==> src/rtl/sg_walker_pkg.sv <==
package sg_walker_pkg;

    localparam int DESC_BYTES = 8;
    localparam int SEG_W      = 31;

    typedef enum logic [2:0] {
        W_IDLE,
        W_DESC_REQ,
        W_DESC_WAIT,
        W_DATA_REQ,
        W_DATA_WAIT,
        W_DATA_OUT,
        W_FINISH
    } walk_state_e;

    // 64-bit descriptor image, byte 0 in the least significant position
    typedef struct packed {
        logic [31:0]      seg_addr;
        logic             end_flag;
        logic [SEG_W-1:0] seg_len;
    } desc_t;

    typedef struct packed {
        logic [7:0] data;
        logic       last;
        logic       pad;
    } beat_t;

    function automatic desc_t to_desc(input logic [8*DESC_BYTES-1:0] raw);
        return desc_t'(raw);
    endfunction

endpackage

==> src/rtl/sg_desc_collect.sv <==
module sg_desc_collect
    import sg_walker_pkg::*;
(
    input  logic       clk,
    input  logic       rst,
    input  logic       clr,
    input  logic       byte_vld,
    input  logic [7:0] byte_in,
    output logic       complete,
    output desc_t      desc_next
);
    localparam int IW = $clog2(DESC_BYTES);

    logic [IW-1:0]           idx;
    logic [8*DESC_BYTES-1:0] shreg;
    logic [8*DESC_BYTES-1:0] merged;

    always_comb begin
        merged = shreg;
        merged[8*idx +: 8] = byte_in;
        complete  = byte_vld && (idx == IW'(DESC_BYTES - 1));
        desc_next = to_desc(merged);
    end

    always_ff @(posedge clk) begin
        if (rst || clr) begin
            idx   <= '0;
            shreg <= '0;
        end else if (byte_vld) begin
            shreg <= merged;
            idx   <= complete ? '0 : idx + 1'b1;
        end
    end

endmodule

==> src/rtl/sg_byte_stage.sv <==
module sg_byte_stage
    import sg_walker_pkg::*;
(
    input  logic  clk,
    input  logic  rst,
    input  logic  load,
    input  beat_t beat_in,
    input  logic  ready,
    output logic  valid,
    output beat_t beat_out
);
    always_ff @(posedge clk) begin
        if (rst) begin
            valid    <= 1'b0;
            beat_out <= '0;
        end else if (load) begin
            valid    <= 1'b1;
            beat_out <= beat_in;
        end else if (valid && ready) begin
            valid <= 1'b0;
        end
    end

    AST_HOLD_STABLE: assert property (@(posedge clk) disable iff (rst)
        (valid && !ready) |=> (valid && $stable(beat_out)))
        else $error("held beat changed");

    AST_PAD_ONLY_LAST: assert property (@(posedge clk) disable iff (rst)
        (valid && beat_out.pad) |-> beat_out.last)
        else $error("pad without last");

endmodule

==> src/rtl/sg_walker.sv <==
module sg_walker
    import sg_walker_pkg::*;
#(
    parameter int ADDR_W = 32,
    parameter int CNT_W  = 32
) (
    input  logic              clk,
    input  logic              rst,
    input  logic              start,
    input  logic              sg_en,
    input  logic              accum_en,
    input  logic [ADDR_W-1:0] src_addr,
    input  logic [CNT_W-1:0]  total_len,
    output logic              busy,
    output logic              done,
    output logic              err,
    output logic              mem_req_valid,
    input  logic              mem_req_ready,
    output logic [ADDR_W-1:0] mem_req_addr,
    input  logic              mem_rsp_valid,
    input  logic [7:0]        mem_rsp_data,
    output logic              out_valid,
    input  logic              out_ready,
    output logic [7:0]        out_data,
    output logic              out_last,
    output logic              out_pad
);
    walk_state_e       state;
    logic [ADDR_W-1:0] list_ptr, cur_addr;
    logic [SEG_W-1:0]  seg_rem;
    logic              seg_flag;
    logic [CNT_W-1:0]  sent, total;
    logic              accum_q, sg_q, err_q, last_q;

    logic  req_fire, out_fire, hit_total, seg_end, byte_last, byte_err;
    logic  desc_done;
    desc_t desc_now;
    beat_t beat_in, beat_out;

    // request side: one read in flight
    always_comb begin
        mem_req_valid = (state == W_DESC_REQ) || ((state == W_DATA_REQ) && (sent != total));
        mem_req_addr  = (state == W_DESC_REQ) ? list_ptr : cur_addr;
        req_fire      = mem_req_valid && mem_req_ready;
    end

    // end-of-message decision for the byte being returned
    always_comb begin
        hit_total = (CNT_W'(sent + 1'b1) == total);
        seg_end   = sg_q && seg_flag && (seg_rem == SEG_W'(1));
        byte_last = hit_total || seg_end;
        byte_err  = sg_q && byte_last && !(hit_total && seg_end);
        beat_in   = '{data: mem_rsp_data, last: byte_last, pad: byte_last && !accum_q};
    end

    sg_desc_collect u_collect (
        .clk      (clk),
        .rst      (rst),
        .clr      (state == W_IDLE),
        .byte_vld (state == W_DESC_WAIT && mem_rsp_valid),
        .byte_in  (mem_rsp_data),
        .complete (desc_done),
        .desc_next(desc_now)
    );

    sg_byte_stage u_stage (
        .clk     (clk),
        .rst     (rst),
        .load    (state == W_DATA_WAIT && mem_rsp_valid),
        .beat_in (beat_in),
        .ready   (out_ready),
        .valid   (out_valid),
        .beat_out(beat_out)
    );

    assign out_data = beat_out.data;
    assign out_last = beat_out.last;
    assign out_pad  = beat_out.pad;
    assign out_fire = out_valid && out_ready;
    assign busy     = (state != W_IDLE);
    assign done     = (state == W_FINISH);
    assign err      = done && err_q;

    always_ff @(posedge clk) begin
        if (rst) begin
            state    <= W_IDLE;
            list_ptr <= '0;
            cur_addr <= '0;
            seg_rem  <= '0;
            seg_flag <= 1'b0;
            sent     <= '0;
            total    <= '0;
            accum_q  <= 1'b0;
            sg_q     <= 1'b0;
            err_q    <= 1'b0;
            last_q   <= 1'b0;
        end else begin
            unique case (state)
                W_IDLE: if (start) begin
                    total   <= total_len;
                    accum_q <= accum_en;
                    sg_q    <= sg_en;
                    sent    <= '0;
                    err_q   <= 1'b0;
                    if (sg_en) begin
                        list_ptr <= src_addr;
                        state    <= W_DESC_REQ;
                    end else begin
                        cur_addr <= src_addr;
                        state    <= (total_len == '0) ? W_FINISH : W_DATA_REQ;
                    end
                end
                W_DESC_REQ: if (req_fire) begin
                    list_ptr <= list_ptr + 1'b1;
                    state    <= W_DESC_WAIT;
                end
                W_DESC_WAIT: if (mem_rsp_valid) begin
                    if (!desc_done) begin
                        state <= W_DESC_REQ;
                    end else begin
                        seg_rem  <= desc_now.seg_len;
                        seg_flag <= desc_now.end_flag;
                        cur_addr <= ADDR_W'(desc_now.seg_addr);
                        if (desc_now.seg_len != '0) begin
                            state <= W_DATA_REQ;
                        end else if (desc_now.end_flag) begin
                            err_q <= (sent != total);
                            state <= W_FINISH;
                        end else begin
                            state <= W_DESC_REQ;
                        end
                    end
                end
                W_DATA_REQ: begin
                    if (sent == total) begin
                        err_q <= 1'b1;
                        state <= W_FINISH;
                    end else if (req_fire) begin
                        cur_addr <= cur_addr + 1'b1;
                        state    <= W_DATA_WAIT;
                    end
                end
                W_DATA_WAIT: if (mem_rsp_valid) begin
                    err_q  <= byte_err;
                    last_q <= byte_last;
                    state  <= W_DATA_OUT;
                end
                W_DATA_OUT: if (out_fire) begin
                    sent    <= sent + 1'b1;
                    seg_rem <= seg_rem - 1'b1;
                    if (last_q)                              state <= W_FINISH;
                    else if (sg_q && seg_rem == SEG_W'(1))   state <= W_DESC_REQ;
                    else                                     state <= W_DATA_REQ;
                end
                W_FINISH: state <= W_IDLE;
                default:  state <= W_IDLE;
            endcase
        end
    end

    AST_IDLE_QUIET: assert property (@(posedge clk) disable iff (rst)
        !busy |-> (!mem_req_valid && !out_valid))
        else $error("activity while idle");

    AST_DONE_AFTER_LAST: assert property (@(posedge clk) disable iff (rst)
        (out_valid && out_ready && out_last) |=> done)
        else $error("no done after last byte");

    AST_SENT_BOUND: assert property (@(posedge clk) disable iff (rst)
        busy |-> (sent <= total))
        else $error("sent beyond total");

    AST_NO_REQ_WHILE_HELD: assert property (@(posedge clk) disable iff (rst)
        out_valid |-> !mem_req_valid)
        else $error("request while byte held");

    AST_DONE_ONE_CYCLE: assert property (@(posedge clk) disable iff (rst)
        done |=> (!done && !busy))
        else $error("done not a single pulse");

endmodule

==> config.mk <==
export PLATFORM = sky130hd
export DESIGN_NAME = sg_walker
export DESIGN_NICKNAME = d
export VERILOG_FILES = /design/src/rtl/sg_walker_pkg.sv /design/src/rtl/sg_desc_collect.sv /design/src/rtl/sg_byte_stage.sv /design/src/rtl/sg_walker.sv
export SDC_FILE = /design/constraint.sdc
export NUM_CORES = 1
export LEC_CHECK = 0
export CAP_MARGIN = 15
export CORE_ASPECT_RATIO = 0.75
export CORE_MARGIN = 2
export CORE_UTILIZATION = 40
export CTS_BUF_LIST = sky130_fd_sc_hd__clkbuf_4 sky130_fd_sc_hd__clkbuf_8 sky130_fd_sc_hd__clkbuf_16
export CTS_CLUSTER_DIAMETER = 40
export DETAILED_ROUTE_END_ITERATION = 12
export DONT_BUFFER_PORTS = 1
export SYNTH_ARGS = -nofsm -noshare
export SYNTH_HDL_FRONTEND = slang
export SYNTH_SLANG_ARGS = --single-unit
==> constraint.sdc <==
create_clock -name clk -period 3.36 [get_ports clk]
set_input_delay 0.672 -clock clk [delete_from_list [all_inputs] [get_ports clk]]
set_output_delay 0.672 -clock clk [all_outputs]
set_load 0.01 [all_outputs]
==> reports/qor.yml <==
clock_network:
  htree_levels: 2
  cts_buffers: 38
  clk_pin_slew_ns: 0.06
  root_buffer: "clkbuf_16"
  cts_tree: "built"
  insertion_delay_ns: 0.54
  clk_path_buf_depth: 3
  cts_hold_buffers: 0
  cts_sinks: 244
global_route:
  antenna_found_initial: 0
  grt.busiest_layer: "met1"
  grtUsageTotal: 0.268
  grt_use_met1: 0.394
  grt_max_degree: 163
  grt_util_met3: 0.0545
  grt_pass1_vias: 14200
  grt_util_met2: 0.382
  grt_overflow: 0
  grt_first_pass_wirelength_um: 81300
floorplan:
  die_h_um: 170
  dieArea_um2: 38200
  core-area_um2: 36000
  die_x_um: 225
  initial_utilization: 0.407
  rows: 60
  ioPinCount: 127
timing:
  tightest_slew_ns: 1.21
  slew_violations: 0
  rsz0062_at_grt: "no"
  fin_skew_ns: 0.0154
  setup_tns_ns: 0
  min_period_ns: 3.26
  fmax_ghz: 0.306
  setup_violations: 0
  hold_slack_ns: 0.208
  finalHoldViolations: 0
  period_share: 0.971
  finalWorstSetupSlack_ns: 0.0962
  max-slew-margin-rel: 0.190
place:
  dp_cells: 2499
  port_buffers: 0
  place_hpwl_um: 37200
  place_area_um2: 15400
  dp_slack_ns: 0.103
  gp_congestion: 0.945
logic_synthesis:
  synth_cells: 2100
  synth_common_cells: "nand2_1 (334), nor2_1 (301), dfxtp_1 (244)"
  synth_top_area_frac: 0.333
  synth_cell_types: 77
  synth_nets: 2190
  synth_area_per_cell_um2: 6.98
  synth_area_leaders: "dfxtp_1 (33%), nand2_1 (8.6%), a21oi_1 (8.0%)"
  yosys.area.top_type: "dfxtp_1"
  synth.most_common_cell: "nand2_1"
  yosysWarnings: 0
  synth-seq-area-share: 0.333
  synthFlopType: "dfxtp_1"
  netlist_area_um2: 14700
  ys_ff_latch: 244
  async_flop_share: 0
  synth-edff-count: 0
worst_setup_path:
  cp_common_cell: "or4_4"
  max_stage_delay_ns: 0.62
  cp_max_fo: 5
  worstSetupPathType: "register to register"
  start_kind: "register"
  worst_setup_path_end_kind: "register"
  crit_path_top_delay_cell: "or4_4"
  arrival_ns: 3.73
  crit_family: "simple AND/OR/NAND/NOR gates"
  cp.required_ns: 3.83
  cp_num_buf_inv: 0
  path_cells: "nand3_1, or4_4, or4_4, xnor2_1, nand4_1, or4_4, or2_1, a211o_1, a21oi_2"
route:
  via_count: 15600
  routed_via_density: 6.05
  wl_per_cell_um: 20.4
  drt_iter0_drc: 1421
  routed_wl_um: 52500
  drt.antenna.violating_nets: 0
  drt_first_pass_iters: 5
  drc: 0
power_and_ir_drop:
  p_total_mw: 11.8
  power_leakage_nw: 5.92
  irDropWorstVdd_uv: 342
  power.density_nw_per_um2: 697
finish:
  nets: 2166
  finalNonFillerCells: 2572
  drive_gt1_frac: 0.106
  synthToLayoutAreaGrowth_pct: 15.1
  postLayoutCoreUtil: 0.469
  final_cell_area_um2: 16900
outcome:
  status: "complete, no violations"
job:
  maxCapViolCount: 0
hold_path:
  hold_path.class: "input pin to register"
[state kept, by name, summed over array words and instances (netlist names), 3 cells and up]
signal	count
cur_addr	32
list_ptr	32
seg_rem	31
sent	32
state	3
total	32
u_collect.idx	3
u_collect.shreg	64
u_stage.beat_out	9
[per-layer routing]
metal  part of all wire  routed length (um)  up-vias
met3              0.083                4340      130
met4              0.036                1890        0
met5                  0                   0        -
met1               0.48               25100     7393
li1                   -                   -     7438
met2               0.40               21200      590
[final timing paths]
kind                                           from                   to  slack [ns]  depth (start not counted)
worst max-delay path                        sent[6]  u_stage.beat_out[0]         0.1                          9
worst min-delay path                            rst            total[29]        0.21                          1
worst max register to register              sent[6]  u_stage.beat_out[0]         0.1                          9
worst min register to register  u_collect.shreg[35]  u_collect.shreg[35]        0.46                          2
[logic make-up (layout without fill, tap and decap cells)]
group	Yosys count	in the layout	synth area share
adders and majority gates	10	10	0.00854
DFF	244	244	0.333
other	0	1	0
xor gates and xnor gates	59	59	0.0353
muxes	35	35	0.0244
and+or+nand+nor	999	999	0.316
buffers and inverters	183	188	0.0492
AOI/OAI and AO/OA	570	571	0.233
[report_power, final]
group          leakage (nW)  internal [mW]  switching [mW]
logic                  3.27           1.31            2.57
registers              1.98           3.21           0.412
clock network         0.676           2.69            1.57
[layout by cell type (no fill, tap or decap), types with 8 or more instances in the layout]
master     count
nand2_1      334
nor2_1       299
dfxtp_1      241
a21oi_1      234
o21ai_0      127
buf_4         98
nor3_1        64
nand3_1       61
a211oi_1      52
nand4_1       41
clkbuf_16     41
nor4_1        36
xor2_1        31
a22oi_1       30
and3_1        29
mux2i_1       29
xnor2_1       25
or3_1         20
a31oi_1       20
and2_1        19
inv_1         18
o211ai_1      16
nor2b_1       13
nand2b_1      12
nand3b_1      12
o22ai_1       12
or2_2          9
ha_1           9
a21o_1         8
[repair_timing]
item | CTS | global route
pin swaps | 1 | 3
setup buffers | 1 | 0
gates cloned | 0 | 1
resized for setup | 8 | 14
endpoints found under the setup margin | 1 | 21
[area by class of cell]
cell class	count	area, um^2
Antenna cell	1	2.50
Clock buffer	50	1120
Clock inverter	20	246
Fill cell	3622	19100
Inverter	19	71.3
Multi-Input combinational cell	1674	9200
Sequential cell	244	4890
Tap cell	465	582
Timing Repair Buffer	99	756
Note: power is estimated with default switching activity, not from simulation.
